<file path="config.mk">
export PLATFORM = sky130hd
export DESIGN_NAME = spi_rd_target
export DESIGN_NICKNAME = d
export VERILOG_FILES = /design/src/rtl/spi_rd_pkg.sv /design/src/rtl/spi_rd_sync.sv /design/src/rtl/spi_rd_mem.sv /design/src/rtl/spi_rd_ctrl.sv /design/src/rtl/spi_rd_target.sv
export SDC_FILE = /design/constraint.sdc
export NUM_CORES = 1
export LEC_CHECK = 0
export ABC_AREA = 1
export BUFFER_PORTS_ARGS = -buffer_cell sky130_fd_sc_hd__buf_2
export CAP_MARGIN = 20
export CORE_MARGIN = 5
export CORE_UTILIZATION = 40
export CTS_CLUSTER_SIZE = 10
export DETAILED_ROUTE_END_ITERATION = 10
export PLACE_DENSITY = 0.63
export SYNTH_ARGS = -nofsm -noshare
export SYNTH_HDL_FRONTEND = slang
export SYNTH_HIERARCHICAL = 1
export SYNTH_SLANG_ARGS = --single-unit
</file>
<file path="constraint.sdc">
create_clock -name clk -period 3.4 [get_ports clk]
set_clock_uncertainty 0.05 [all_clocks]
set_input_delay 0.34 -clock clk [delete_from_list [all_inputs] [get_ports clk]]
set_output_delay 0.34 -clock clk [all_outputs]
set_load 0.02 [all_outputs]
</file>
<file path="src/rtl/spi_rd_pkg.sv">
// Shared types and constants for the serial memory read target.
package spi_rd_pkg;
    // Transaction phases of the target.
    typedef enum logic [1:0] {
        ST_CMD  = 2'd0,
        ST_ADDR = 2'd1,
        ST_DATA = 2'd2,
        ST_SKIP = 2'd3
    } rd_state_e;

    // Command byte that selects the streaming read.
    localparam logic [7:0] OP_READ = 8'h03;
endpackage

</file>
<file path="src/rtl/spi_rd_sync.sv">
// Two-flop synchroniser bank with edge detection for slow asynchronous inputs.
// Assumes each input stays stable for several system clocks between changes.
module spi_rd_sync #(
    parameter int W = 3,
    parameter logic [W-1:0] RST_VAL = '0
) (
    input  logic         clk,
    input  logic         rst_n,
    input  logic [W-1:0] async_i,
    output logic [W-1:0] level_o,
    output logic [W-1:0] rise_o,
    output logic [W-1:0] fall_o
);
    logic [W-1:0] meta_q;
    logic [W-1:0] sync_q;
    logic [W-1:0] prev_q;

    // Synchronise the inputs and keep one delayed copy for edge finding.
    always_ff @(posedge clk) begin
        if (!rst_n) begin
            meta_q <= RST_VAL;
            sync_q <= RST_VAL;
            prev_q <= RST_VAL;
        end else begin
            meta_q <= async_i;
            sync_q <= meta_q;
            prev_q <= sync_q;
        end
    end

    assign level_o = sync_q;
    assign rise_o  = sync_q & ~prev_q;
    assign fall_o  = ~sync_q & prev_q;
endmodule

</file>
<file path="src/rtl/spi_rd_mem.sv">
// Read-only byte array with build-time content: entry i = FILL_MUL*i + FILL_ADD.
// Combinational read; index width MEM_AW.
module spi_rd_mem #(
    parameter int MEM_AW   = 6,
    parameter int FILL_MUL = 7,
    parameter int FILL_ADD = 60
) (
    input  logic [MEM_AW-1:0] rd_addr_i,
    output logic [7:0]        rd_data_o
);
    localparam int DEPTH = 1 << MEM_AW;

    logic [7:0] rom [DEPTH];

    // Fill each entry with its computed constant.
    for (genvar g = 0; g < DEPTH; g++) begin : g_fill
        assign rom[g] = 8'((g * FILL_MUL + FILL_ADD) % 256);
    end

    assign rd_data_o = rom[rd_addr_i];
endmodule

</file>
<file path="src/rtl/spi_rd_ctrl.sv">
// Transaction engine: command, address, then endless data stream.
// Assumes synchronised inputs and single-cycle SCK edge strobes; an inactive
// select clears all transaction state.
module spi_rd_ctrl
    import spi_rd_pkg::*;
#(
    parameter int ADDR_W = 16,
    parameter int MEM_AW = 6
) (
    input  logic              clk,
    input  logic              rst_n,
    input  logic              cs_act_i,
    input  logic              sck_rise_i,
    input  logic              sck_fall_i,
    input  logic              mosi_i,
    input  logic [7:0]        rd_data_i,
    output logic [MEM_AW-1:0] rd_addr_o,
    output logic              miso_o,
    output logic              miso_oe_o,
    output rd_state_e         st_o,
    output logic [2:0]        bit_cnt_o,
    output logic              byte_done_o,
    output logic [ADDR_W-1:0] addr_ptr_o
);
    localparam int ADDR_BYTES = ADDR_W / 8;
    localparam int ACNT_W     = (ADDR_BYTES > 1) ? $clog2(ADDR_BYTES) : 1;
    localparam logic [ACNT_W-1:0] ACNT_LAST = ACNT_W'(ADDR_BYTES - 1);

    rd_state_e         st_q;
    logic [2:0]        bit_cnt_q;
    logic [7:0]        rx_q;
    logic [ADDR_W-1:0] addr_sh_q;
    logic [ACNT_W-1:0] acnt_q;
    logic [ADDR_W-1:0] addr_ptr_q;
    logic [7:0]        tx_q;
    logic              miso_q;
    logic              oe_q;

    logic [7:0]        rx_next;
    logic              byte_done;
    logic [ADDR_W-1:0] rd_addr;

    // Next receive byte, byte boundary and the address to fetch.
    always_comb begin
        rx_next   = {rx_q[6:0], mosi_i};
        byte_done = cs_act_i && sck_rise_i && (bit_cnt_q == 3'd7);
        rd_addr   = (st_q == ST_ADDR) ? {addr_sh_q[ADDR_W-9:0], rx_next} : addr_ptr_q;
    end

    // Output enable follows the synchronised select.
    always_ff @(posedge clk) begin
        if (!rst_n) oe_q <= 1'b0;
        else        oe_q <= cs_act_i;
    end

    // Phase sequencing, shifting in on rising SCK and out on falling SCK.
    always_ff @(posedge clk) begin
        if (!rst_n || !cs_act_i) begin
            st_q       <= ST_CMD;
            bit_cnt_q  <= '0;
            rx_q       <= '0;
            addr_sh_q  <= '0;
            acnt_q     <= '0;
            addr_ptr_q <= '0;
            tx_q       <= '0;
            miso_q     <= 1'b0;
        end else begin
            if (sck_rise_i) begin
                bit_cnt_q <= bit_cnt_q + 3'd1;
                rx_q      <= rx_next;
                if (byte_done) begin
                    unique case (st_q)
                        ST_CMD:  st_q <= (rx_next == OP_READ) ? ST_ADDR : ST_SKIP;
                        ST_ADDR: begin
                            addr_sh_q <= rd_addr;
                            if (acnt_q == ACNT_LAST) begin
                                st_q       <= ST_DATA;
                                tx_q       <= rd_data_i;
                                addr_ptr_q <= rd_addr + ADDR_W'(1);
                            end else begin
                                acnt_q <= acnt_q + ACNT_W'(1);
                            end
                        end
                        ST_DATA: begin
                            tx_q       <= rd_data_i;
                            addr_ptr_q <= addr_ptr_q + ADDR_W'(1);
                        end
                        default: st_q <= ST_SKIP;
                    endcase
                end
            end
            if (sck_fall_i) begin
                miso_q <= (st_q == ST_DATA) ? tx_q[3'd7 - bit_cnt_q] : 1'b0;
            end
        end
    end

    assign rd_addr_o   = rd_addr[MEM_AW-1:0];
    assign miso_o      = miso_q & oe_q;
    assign miso_oe_o   = oe_q;
    assign st_o        = st_q;
    assign bit_cnt_o   = bit_cnt_q;
    assign byte_done_o = byte_done;
    assign addr_ptr_o  = addr_ptr_q;
endmodule

</file>
<file path="src/rtl/spi_rd_target.sv">
// Serial memory read target top: synchronisers, transaction engine, array.
// Assumes clk runs at least 8x the SCK rate; SCK idle level is irrelevant.
module spi_rd_target
    import spi_rd_pkg::*;
#(
    parameter int ADDR_W   = 16,
    parameter int MEM_AW   = 6,
    parameter int FILL_MUL = 7,
    parameter int FILL_ADD = 60
) (
    input  logic clk,
    input  logic rst_n,
    input  logic sck,
    input  logic mosi,
    input  logic cs_n,
    output logic miso,
    output logic miso_oe
);
    localparam int SYNC_W = 3;
    localparam int B_SCK  = 0;
    localparam int B_MOSI = 1;
    localparam int B_CS   = 2;

    logic [SYNC_W-1:0] lvl;
    logic [SYNC_W-1:0] rise;
    logic [SYNC_W-1:0] fall;
    logic              cs_act;
    logic [MEM_AW-1:0] rd_addr;
    logic [7:0]        rd_data;
    rd_state_e         st_w;
    logic [2:0]        bit_cnt_w;
    logic              byte_done_w;
    logic [ADDR_W-1:0] addr_ptr_w;
    logic              unused_edges;

    spi_rd_sync #(
        .W       (SYNC_W),
        .RST_VAL (3'b100)
    ) sync_i (
        .clk     (clk),
        .rst_n   (rst_n),
        .async_i ({cs_n, mosi, sck}),
        .level_o (lvl),
        .rise_o  (rise),
        .fall_o  (fall)
    );

    assign cs_act       = ~lvl[B_CS];
    assign unused_edges = ^{rise[B_CS], rise[B_MOSI], fall[B_CS], fall[B_MOSI], lvl[B_SCK]};

    spi_rd_ctrl #(
        .ADDR_W (ADDR_W),
        .MEM_AW (MEM_AW)
    ) ctrl_i (
        .clk         (clk),
        .rst_n       (rst_n),
        .cs_act_i    (cs_act),
        .sck_rise_i  (rise[B_SCK]),
        .sck_fall_i  (fall[B_SCK]),
        .mosi_i      (lvl[B_MOSI]),
        .rd_data_i   (rd_data),
        .rd_addr_o   (rd_addr),
        .miso_o      (miso),
        .miso_oe_o   (miso_oe),
        .st_o        (st_w),
        .bit_cnt_o   (bit_cnt_w),
        .byte_done_o (byte_done_w),
        .addr_ptr_o  (addr_ptr_w)
    );

    spi_rd_mem #(
        .MEM_AW   (MEM_AW),
        .FILL_MUL (FILL_MUL),
        .FILL_ADD (FILL_ADD)
    ) mem_i (
        .rd_addr_i (rd_addr),
        .rd_data_o (rd_data)
    );
endmodule

</file>
==> results.env, run 1 <==
WIRELENGTH_UM=3910
CTS_HOLD_REPAIR.BUFFERS=0
DIE_AREA_UM2=6982
SW_FRAC_OF_TOTAL=0.2105
YOSYSWARNINGS=6
POST_SYNTH_INSTANCE_AREA_UM2=2165
VDD.IR_DROP.WORST_mV=0.3390
DIE_HEIGHT_UM=83.56
GRT_OVERFLOW=0
ANTENNA_CELLS_INSERTED=0
REGTOREGSETUPSLACK_PS=1110
TRITONCTS='yes'
CRIT_CHAIN='nand2_4, o21ai_2, inv_1, ha_1, nand2_1, nand2_1, nand2_1, xor2_1, o21ai_0, nor2_1'
PORT-BUFFER-COUNT=6
SETUP_VIOL_COUNT_FINAL=0
CRITPATHARRIVALTIME_PS=2420
MULTIINPUTGATEAREA_UM2=1030
NUM_IO_PINS=7
CTS.REPAIR.RESIZED=0
SLEW_HEADROOM=0.6237
DRT-INITIAL-DRC-COUNT=85
WORSTMARGINPINSLEW_PS=563.8
AVGSYNTHCELLAREA_UM2=7.097
DRT-VIAS-PER-INSTANCE=4.658
MAX_CLOCK_FREQ_GHz=0.4363
TRITONCTS_NUM_SINKS=36
PLACE_HPWL_UM=2909
DRC=0
WORST_SETUP_SLACK_AFTER_PLACEMENT_PS=1136
FILLER_CELL_COUNT=537
CRITPATHKIND='flip-flop to flip-flop'
CELLINTERNALPOWER_W=0.0006526
WORST-PATH-MAX-FANOUT=15
FINAL_COMMON_CELL='sky130_fd_sc_hd__nand2_1'
GP_ROUTABILITY_CONGESTION=0.7964
CP.REQUIRED_PS=3530
SEQUENTIALPOWERSHARE=0.518
LAYOUT.AREA.SEQ_UM2=720.7
WORST_PATH_MAX_DELAY_CELL='sky130_fd_sc_hd__dfxtp_1'
SETUP-TNS-FINAL_PS=0
DESIGN.FINAL.NETS=305
FINAL_LAYOUT_SIZE_SUFFIX_GT1_FRAC=0.1672
CRITPATHCAPTURETYPE='flip-flop'
CLOCKROOTBUFFER='sky130_fd_sc_hd__clkbuf_8'
PERIOD_NEEDED_PS=2292
POST-CTS-SETUP-BUFFER-COUNT=0
CELLLEAKAGEPOWER_nW=0.9474
NUMBER_OF_ANTENNA_VIOLATIONS_AT_THE_FIRST_CHECK_IN_GLOBAL_ROUTING=0
SLOWEST_DELAY_PS=590
PERIOD_SHARE=0.6742
ROUTE.VIAS.TOTAL=1691
ROUTEDWLPERCELL_UM=10.77
GRT_FIRST_PASS_WIRELENGTH_UM=7017
WHS_PS=165.1
FIN_UTIL=0.4238
GRTUSAGEMET3=0.03554
MIN_SETUP_SLACK_POST_ROUTE_PS=1108
FLOORPLAN.INITIALDENSITY=0.4185
FIRST_GLOBAL_VIAS=1627
GRT_START_MAX_NET_PINS=24
CRITPATHTOPFAMILY='flip-flops'
LAYOUT-AREA-OVERHEAD-VS-SYNTH_PCT=1.272
REPORTED_MAX_CAP_VIOLATION_COUNT=0
POWER.TOTAL_W=0.0008266
MAPPEDNETLISTNETS=318
DIE-WIDTH_UM=83.56
MIN_PATH_TYPE='input pin to flip-flop'
GR-USAGE-MET1=0.1519
WORST-PATH-BUF-INV=1
CLK_PATH_BUF_DEPTH=2
LAYOUT_COMMON_CELLS='sky130_fd_sc_hd__nand2_1, sky130_fd_sc_hd__inv_1, sky130_fd_sc_hd__dfxtp_1'
CLOCK_INSERTION_DELAY_WORST_SKEW_PS=290
SYN_INST=305
CORE_AREA_UM2=5172
FINAL_HOLD_VIOL_COUNT=0
NUMCTSBUFFERS=5
ROWS=26
CRIT_PATH_START_KIND='flip-flop'
TOP_USAGE_LAYER='met2'
CTS_MAX_LEVEL=2
POWER_FRAC_CLOCK=0.461
TOTAL_SWITCHING_POWER_W=0.0001740
WORST_SETUP_HOLD_PATH_CLK_SLEW_PS=80
POWER_PER_CELL_AREA_nW_PER_UM2=377.1
RSZ0062_AT_GRT='no'
DRT-PASS1-ITER-COUNT=4
CRITICAL-PATH-TOP-CELL-BY-COUNT='sky130_fd_sc_hd__nand2_1'
FINAL_ANTENNA_NET_COUNT=0
MET2_LAYER_USAGE_REPORTED_BY_GLOBAL_ROUTE=0.1909
TIMING_MAX_TRANSITION_VIOLATIONS_FINAL=0
OUTCOME='finished clean'
ALL_LAYER_GR_USAGE=0.1192
SHARE_COMB_OF_TOTAL_POWER=0.021
-- tightest hold or removal path, cell delays in order --
cell	delay, ps
sky130_fd_sc_hd__buf_2	70
sky130_fd_sc_hd__inv_1	30
sky130_fd_sc_hd__nand2_1	40
-- layer usage --
metal	wire length, µm	up-vias
li1	-	918
met1	1928	747
met2	1814	19
met3	120	7
met4	48	0
met5	0	-
-- registers in the layout, indices dropped and copies added (netlist names), 2 cells and up --
signal and flops:
ctrl_i/tx_q 8, ctrl_i/rx_q 7, ctrl_i/addr_ptr_o 6, ctrl_i/bit_cnt_o 3
sync_i/level_o 3, sync_i/meta_q 3, ctrl_i/st_o 2
-- metrics by stage --
stage / cells / area [µm²]
floorplan: 305 / 2165
global placement: 355 / 2077
detailed placement: 355 / 2077
CTS: 363 / 2192
global route: 363 / 2192
finish: 363 / 2192
-- power groups by stage --
stage | combinational [W] | clock [W] | sequential [W]
after floorplan | 0.0000127 | 0 | 0.000438
after global routing | 0.0000207 | 0.000414 | 0.000429
after CTS | 0.0000176 | 0.000395 | 0.000428
final | 0.0000174 | 0.000381 | 0.000428
after global placement | 0.0000173 | 0 | 0.000438
after detailed placement | 0.0000175 | 0 | 0.000438
-- layout make-up --
type / instances / area share
well taps: 70 / 0.03995
flip-flops and latches: 36 / 0.3288
inverters: 51 / 0.09189
repair buffers: 7 / 0.01712
clock inverters: 3 / 0.02112
clock buffers: 5 / 0.03139
multi-input cells: 191 / 0.4698
-- worst paths after layout --
kind,from,endpoint,depth (start not counted)
hold / removal,cs_n,sync_i/meta_q[2],3
setup / recovery,ctrl_i/st_o[0],ctrl_i/tx_q[4],10
hold reg to reg,sync_i/meta_q[2],sync_i/level_o[2],2
setup reg to reg,ctrl_i/st_o[0],ctrl_i/tx_q[4],10
No activity file was read; power rests on OpenSTA's default activity.
==> run 2, diff against run 1 <==
clock period = 2.3 ns   (was 3.4 ns; I/O delays follow)
==> results.env, run 2 (synthesized netlist as in run 1, its figures left out) <==
PORT-BUFFER-COUNT=6  # unchanged
REPORTED_MAX_CAP_VIOLATION_COUNT=0  # unchanged
GRT_START_MAX_NET_PINS=24  # unchanged
ROUTE.VIAS.TOTAL=1669  # was 1691
OUTCOME='finished clean'  # unchanged
WORST_PATH_MAX_DELAY_CELL='sky130_fd_sc_hd__dfxtp_1'  # unchanged
CLK_PATH_BUF_DEPTH=2  # unchanged
LAYOUT_COMMON_CELLS='sky130_fd_sc_hd__nand2_1, sky130_fd_sc_hd__inv_1, sky130_fd_sc_hd__dfxtp_1'  # unchanged
WHS_PS=64.67  # was 165.1 ps
WORSTREG2REGEND='ctrl_i/tx_q[4]'  # unchanged
CRITPATHCAPTURETYPE='flip-flop'  # unchanged
CRITICAL-PATH-TOP-CELL-BY-COUNT='sky130_fd_sc_hd__nand2_1'  # unchanged
NUMCTSBUFFERS=5  # unchanged
CLOCKROOTBUFFER='sky130_fd_sc_hd__clkbuf_8'  # unchanged
MIN_PATH_TYPE='input pin to flip-flop'  # unchanged
NUM_IO_PINS=7  # unchanged
CRIT_PATH_START_KIND='flip-flop'  # unchanged
TRITONCTS_NUM_SINKS=36  # unchanged
CRITPATHARRIVALTIME_PS=2170  # was 2420 ps
LAYOUT-AREA-OVERHEAD-VS-SYNTH_PCT=0.9828  # was 1.272%
MULTIINPUTGATEAREA_UM2=1037  # was 1030 µm²
PLACE_HPWL_UM=2906  # was 2909 µm
CELLLEAKAGEPOWER_nW=0.9433  # was 0.9474 nW
SLOWEST_DELAY_PS=380  # was 590 ps
GRT_FIRST_PASS_WIRELENGTH_UM=6886  # was 7017 µm
DRT-INITIAL-DRC-COUNT=44  # was 85
WORST-PATH-MAX-FANOUT=15  # unchanged
FIRST_GLOBAL_VIAS=1531  # was 1627
FILLER_CELL_COUNT=530  # was 537
POWER.TOTAL_W=0.001130  # was 0.0008266 W
CP.REQUIRED_PS=2440  # was 3530 ps
CLOCK_INSERTION_DELAY_WORST_SKEW_PS=290  # about the same
MAX_CLOCK_FREQ_GHz=0.4910  # was 0.4363 GHz
HP-START='cs_n'  # unchanged
GP_ROUTABILITY_CONGESTION=0.7964  # unchanged
FINAL_LAYOUT_SIZE_SUFFIX_GT1_FRAC=0.1667  # was 0.1672
CTS_MAX_LEVEL=2  # unchanged
HOLDPATHEND='sync_i/meta_q[2]'  # unchanged
FINAL_COMMON_CELL='sky130_fd_sc_hd__nand2_1'  # unchanged
WORSTMARGINPINSLEW_PS=574.4  # was 563.8 ps
FLOORPLAN.INITIALDENSITY=0.4185  # unchanged
WORST_SETUP_HOLD_PATH_CLK_SLEW_PS=70  # was 80 ps
GRT_OVERFLOW=0  # unchanged
WORST_SETUP_SLACK_AFTER_PLACEMENT_PS=203.2  # was 1136 ps
DIE_HEIGHT_UM=83.56  # unchanged
ROWS=26  # unchanged
DRC=0  # unchanged
MIN_DELAY_PATH_DEPTH=3  # unchanged
DIE-WIDTH_UM=83.56  # unchanged
DESIGN.FINAL.NETS=306  # was 305
CRIT_CHAIN='inv_2, nand2_4, nand2_1, o21ai_4, inv_1, ha_1, nand2_1, nand2_1, nand2_1, xor2_1, o21ai_0, nor2_1'  # was nand2_4, o21ai_2, inv_1, ha_1, nand2_1, nand2_1, nand2_1, xor2_1, o21ai_0, nor2_1
LAYOUT.AREA.SEQ_UM2=720.7  # unchanged
WIRELENGTH_UM=3863  # was 3910 µm
TRITONCTS='yes'  # unchanged
DRT-PASS1-ITER-COUNT=4  # unchanged
ANTENNA_CELLS_INSERTED=0  # unchanged
VDD.IR_DROP.WORST_mV=0.2441  # was 0.3390 mV
PERIOD_SHARE=0.8854  # was 0.6742
DIE_AREA_UM2=6982  # unchanged
FINAL_ANTENNA_NET_COUNT=0  # unchanged
REGTOREGSETUPSLACK_PS=260  # was 1110 ps
ALL_LAYER_GR_USAGE=0.1209  # was 0.1192
MIN_SETUP_SLACK_POST_ROUTE_PS=263.5  # was 1108 ps
FINAL_HOLD_VIOL_COUNT=0  # unchanged
SETUP-TNS-FINAL_PS=0  # unchanged
POST-CTS-SETUP-BUFFER-COUNT=0  # unchanged
CTS_HOLD_REPAIR.BUFFERS=0  # unchanged
CRITPATHKIND='flip-flop to flip-flop'  # unchanged
CRITPATHTOPFAMILY='simple AND/OR/NAND/NOR gates'  # was flip-flops
ROUTEDWLPERCELL_UM=10.61  # was 10.77 µm
SETUP_VIOL_COUNT_FINAL=0  # unchanged
TIMING_MAX_TRANSITION_VIOLATIONS_FINAL=0  # unchanged
PERIOD_NEEDED_PS=2036  # was 2292 ps
NUMBER_OF_ANTENNA_VIOLATIONS_AT_THE_FIRST_CHECK_IN_GLOBAL_ROUTING=0  # unchanged
MAX_REG_FLOPS=8  # unchanged
DRT-VIAS-PER-INSTANCE=4.585  # was 4.658
WORST-PATH-BUF-INV=2  # was 1
SLEW_HEADROOM=0.6167  # was 0.6237
POWER_PER_CELL_AREA_nW_PER_UM2=517.2  # was 377.1 nW/µm²
REG2REGPATHDEPTH=12  # was 10
RSZ0062_AT_GRT='no'  # unchanged
REGTOREGSTARTPOINT='ctrl_i/st_o[1]'  # was ctrl_i/st_o[0]
CORE_AREA_UM2=5172  # unchanged
LARGEST_REGISTER_BY_FLOP_COUNT='ctrl_i/tx_q'  # unchanged
FIN_UTIL=0.4226  # was 0.4238
-- run 2: routing by layer --
layer	part of all wire	track usage	routed length (µm)
met2	0.46	0.1866	1772
met5	0	0	0
met4	0.013	0.04386	52
met3	0.035	0.04738	137
met1	0.49	0.1521	1901
-- run 2: worst min-delay path, stage by stage --
cell	delay (ps)
sky130_fd_sc_hd__buf_2	70
sky130_fd_sc_hd__inv_1	30
sky130_fd_sc_hd__nand2_1	40
-- run 2: worst max path at each step --
stage	slack, ps	depth (start not counted)	startpoint	endpoint
6_report	260	12	ctrl_i/st_o[1]	ctrl_i/tx_q[4]
5_1_grt	40	14	ctrl_i/st_o[1]	ctrl_i/tx_q[5]
4_1_cts	200	13	ctrl_i/st_o[1]	ctrl_i/tx_q[5]
3_5_place_dp	200	11	ctrl_i/st_o[1]	ctrl_i/tx_q[4]
3_3_place_gp	270	11	ctrl_i/st_o[1]	ctrl_i/tx_q[4]
2_1_floorplan	440	14	ctrl_i/st_o[1]	ctrl_i/tx_q[4]
-- run 2: metrics by stage --
| stage | std cells | area, µm² |
|---|---|---|
| after CTS | 364 | 2178 |
| after floorplan | 305 | 2165 |
| final | 364 | 2186 |
| after global placement | 356 | 2085 |
| after global routing | 364 | 2186 |
| after detailed placement | 356 | 2085 |
-- run 2: report_power, final --
group / total [W] / leakage [nW] / switching, W / internal [W]
Clock: 0.000472 / 0.0445 / 0.000228 / 0.000243
Sequential: 0.000633 / 0.291 / 0.00000323 / 0.000630
Combinational: 0.0000257 / 0.607 / 0.0000172 / 0.00000858
Total: 0.00113 / 0.943 / 0.000249 / 0.000882
-- run 2: final cells by class --
| class | instances | area share |
|---|---|---|
| Tap cell | 70 | 0.04007 |
| Sequential cell | 36 | 0.3297 |
| Clock inverter | 1 | 0.003434 |
| Multi-Input combinational cell | 191 | 0.4745 |
| Timing Repair Buffer | 8 | 0.02061 |
| Clock buffer | 7 | 0.03950 |
| Inverter | 51 | 0.09216 |
-- run 2: repair_timing --
action | 4_1_cts | 5_1_grt
gates resized for setup | 0 | 1
setup endpoints to repair | 0 | 2
hold endpoints to repair | 0 | 0
==> run 3, diff against run 2 <==
RECOVER_POWER = 25   (was not set)
==> results.env, run 3 (synthesized netlist as in run 1, its figures left out) <==
ROWS=26  # unchanged
TRITONCTS_NUM_SINKS=36  # unchanged
CRITPATHCAPTURETYPE='flip-flop'  # unchanged
TIMING_MAX_TRANSITION_VIOLATIONS_FINAL=0  # unchanged
MIN_PATH_TYPE='input pin to flip-flop'  # unchanged
WORST_SETUP_SLACK_AFTER_PLACEMENT_PS=203.2  # unchanged
HOLDPATHEND='sync_i/meta_q[2]'  # unchanged
NUM_IO_PINS=7  # unchanged
NUMBER_OF_ANTENNA_VIOLATIONS_AT_THE_FIRST_CHECK_IN_GLOBAL_ROUTING=0  # unchanged
DRT-VIAS-PER-INSTANCE=4.585  # unchanged
PERIOD_SHARE=0.8854  # about the same
FIN_UTIL=0.4219  # was 0.4226
SLOWEST_DELAY_PS=380  # about the same
CTS_HOLD_REPAIR.BUFFERS=0  # unchanged
DIE_HEIGHT_UM=83.56  # unchanged
SETUP_VIOL_COUNT_FINAL=0  # unchanged
REGTOREGSETUPSLACK_PS=260  # about the same
PERIOD_NEEDED_PS=2036  # about the same
DIE_AREA_UM2=6982  # unchanged
FLOORPLAN.INITIALDENSITY=0.4185  # unchanged
CRIT_PATH_START_KIND='flip-flop'  # unchanged
WORSTREG2REGEND='ctrl_i/tx_q[4]'  # unchanged
POST-CTS-SETUP-BUFFER-COUNT=0  # unchanged
VDD.IR_DROP.WORST_mV=0.2440  # was 0.2441 mV
TRITONCTS='yes'  # unchanged
PLACE_HPWL_UM=2906  # unchanged
ANTENNA_CELLS_INSERTED=0  # unchanged
CLK_PATH_BUF_DEPTH=2  # unchanged
LAYOUT-AREA-OVERHEAD-VS-SYNTH_PCT=0.8091  # was 0.9828%
CRIT_CHAIN='inv_2, nand2_4, nand2_1, o21ai_4, inv_1, ha_1, nand2_1, nand2_1, nand2_1, xor2_1, o21ai_0, nor2_1'  # unchanged
DRT-INITIAL-DRC-COUNT=44  # unchanged
ALL_LAYER_GR_USAGE=0.1209  # unchanged
GP_ROUTABILITY_CONGESTION=0.7964  # unchanged
GRT_START_MAX_NET_PINS=24  # unchanged
CP.REQUIRED_PS=2440  # about the same
FINAL_HOLD_VIOL_COUNT=0  # unchanged
WORSTMARGINPINSLEW_PS=574.3  # was 574.4 ps
CTS.REPAIR.RESIZED=0  # unchanged
ROUTE.VIAS.TOTAL=1669  # unchanged
FINAL_LAYOUT_SIZE_SUFFIX_GT1_FRAC=0.1565  # was 0.1667
REG2REGPATHDEPTH=12  # unchanged
CRITICAL_PATH_CELL_COUNT=12  # unchanged
WORST_SETUP_HOLD_PATH_CLK_SLEW_PS=70  # about the same
FINAL_COMMON_CELL='sky130_fd_sc_hd__nand2_1'  # unchanged
MAX_REG_FLOPS=8  # unchanged
CELLLEAKAGEPOWER_nW=0.9319  # was 0.9433 nW
NUMCTSBUFFERS=5  # unchanged
REPORTED_MAX_CAP_VIOLATION_COUNT=0  # unchanged
CRITPATHKIND='flip-flop to flip-flop'  # unchanged
CTS_MAX_LEVEL=2  # unchanged
OUTCOME='finished clean'  # unchanged
WORST-PATH-MAX-FANOUT=15  # unchanged
FILLER_CELL_COUNT=530  # unchanged
RSZ0062_AT_GRT='no'  # unchanged
POWER_PER_CELL_AREA_nW_PER_UM2=517.9  # was 517.2 nW/µm²
CLOCKROOTBUFFER='sky130_fd_sc_hd__clkbuf_8'  # unchanged
DESIGN.FINAL.NETS=306  # unchanged
ROUTEDWLPERCELL_UM=10.62  # was 10.61 µm
FIRST_GLOBAL_VIAS=1531  # unchanged
SLEW_HEADROOM=0.6167  # about the same
FINAL_ANTENNA_NET_COUNT=0  # unchanged
WHS_PS=64.67  # unchanged
PORT-BUFFER-COUNT=6  # unchanged
LAYOUT_COMMON_CELLS='sky130_fd_sc_hd__nand2_1, sky130_fd_sc_hd__inv_1, sky130_fd_sc_hd__dfxtp_1'  # unchanged
MIN_SETUP_SLACK_POST_ROUTE_PS=263.6  # was 263.5 ps
CORE_AREA_UM2=5172  # unchanged
MIN_DELAY_PATH_DEPTH=3  # unchanged
REGTOREGSTARTPOINT='ctrl_i/st_o[1]'  # unchanged
WIRELENGTH_UM=3867  # was 3863 µm
GRT_OVERFLOW=0  # unchanged
HP-START='cs_n'  # unchanged
WORST_PATH_MAX_DELAY_CELL='sky130_fd_sc_hd__dfxtp_1'  # unchanged
CRITICAL-PATH-TOP-CELL-BY-COUNT='sky130_fd_sc_hd__nand2_1'  # unchanged
DIE-WIDTH_UM=83.56  # unchanged
CLOCK_INSERTION_DELAY_WORST_SKEW_PS=290  # about the same
LARGEST_REGISTER_BY_FLOP_COUNT='ctrl_i/tx_q'  # unchanged
WORST-PATH-BUF-INV=2  # unchanged
SETUP-TNS-FINAL_PS=0  # unchanged
DRT-PASS1-ITER-COUNT=4  # unchanged
CRITPATHARRIVALTIME_PS=2170  # about the same
CRITPATHTOPFAMILY='simple AND/OR/NAND/NOR gates'  # unchanged
MAX_CLOCK_FREQ_GHz=0.4911  # was 0.4910 GHz
GRT_FIRST_PASS_WIRELENGTH_UM=6886  # unchanged
DRC=0  # unchanged
[run 3: routing by layer]
| layer | share of wire | up-vias | GRT usage |
|---|---|---|---|
| met5 | 0 | - | 0 |
| met4 | 0.013 | 0 | 0.04386 |
| met3 | 0.034 | 6 | 0.04738 |
| met2 | 0.46 | 13 | 0.1866 |
| met1 | 0.49 | 725 | 0.1521 |
| li1 | - | 925 | - |
[run 3: worst register-to-register path, delay by kind of cell, from the launching register on]
family / cells / cell delay [ps]
xor+xnor: 1 / 130
buf+inv: 2 / 250
flops: 1 / 380
fa+ha+maj: 1 / 320
simple gates: 6 / 550
compound gates: 2 / 270
[run 3: final cells by class]
cell class	instances	area (µm²)	area share
well taps	70	87.58	0.04014
repair buffers	8	41.29	0.01892
clock buffers	7	86.33	0.03956
multi-input cells	191	1037	0.4753
clock inverters	1	7.507	0.003440
inverters	51	201.4	0.09232
flip-flops and latches	36	720.7	0.3303
[run 3: worst max path at each step]
stage / to / startpoint / slack, ps
finish: ctrl_i/tx_q[4] / ctrl_i/st_o[1] / 260
global route: ctrl_i/tx_q[5] / ctrl_i/st_o[1] / 40
CTS: ctrl_i/tx_q[5] / ctrl_i/st_o[1] / 200
detailed placement: ctrl_i/tx_q[4] / ctrl_i/st_o[1] / 200
global placement: ctrl_i/tx_q[4] / ctrl_i/st_o[1] / 270
floorplan: ctrl_i/tx_q[4] / ctrl_i/st_o[1] / 440
[run 3: through the flow]
step / area (µm²) / instances / total power (W)
after floorplan: 2165 / 305 / 0.0006660
after detailed placement: 2085 / 356 / 0.0006733
final: 2182 / 364 / 0.001130
after CTS: 2178 / 364 / 0.001149
after global placement: 2085 / 356 / 0.0006725
after global routing: 2182 / 364 / 0.001186
[run 3: where the power goes]
part | internal (W) | leakage [nW] | switching, W | total (W)
clock network | 0.000243 | 0.0445 | 0.000228 | 0.000472
registers | 0.000630 | 0.291 | 0.00000325 | 0.000633
logic | 0.00000818 | 0.596 | 0.0000172 | 0.0000253
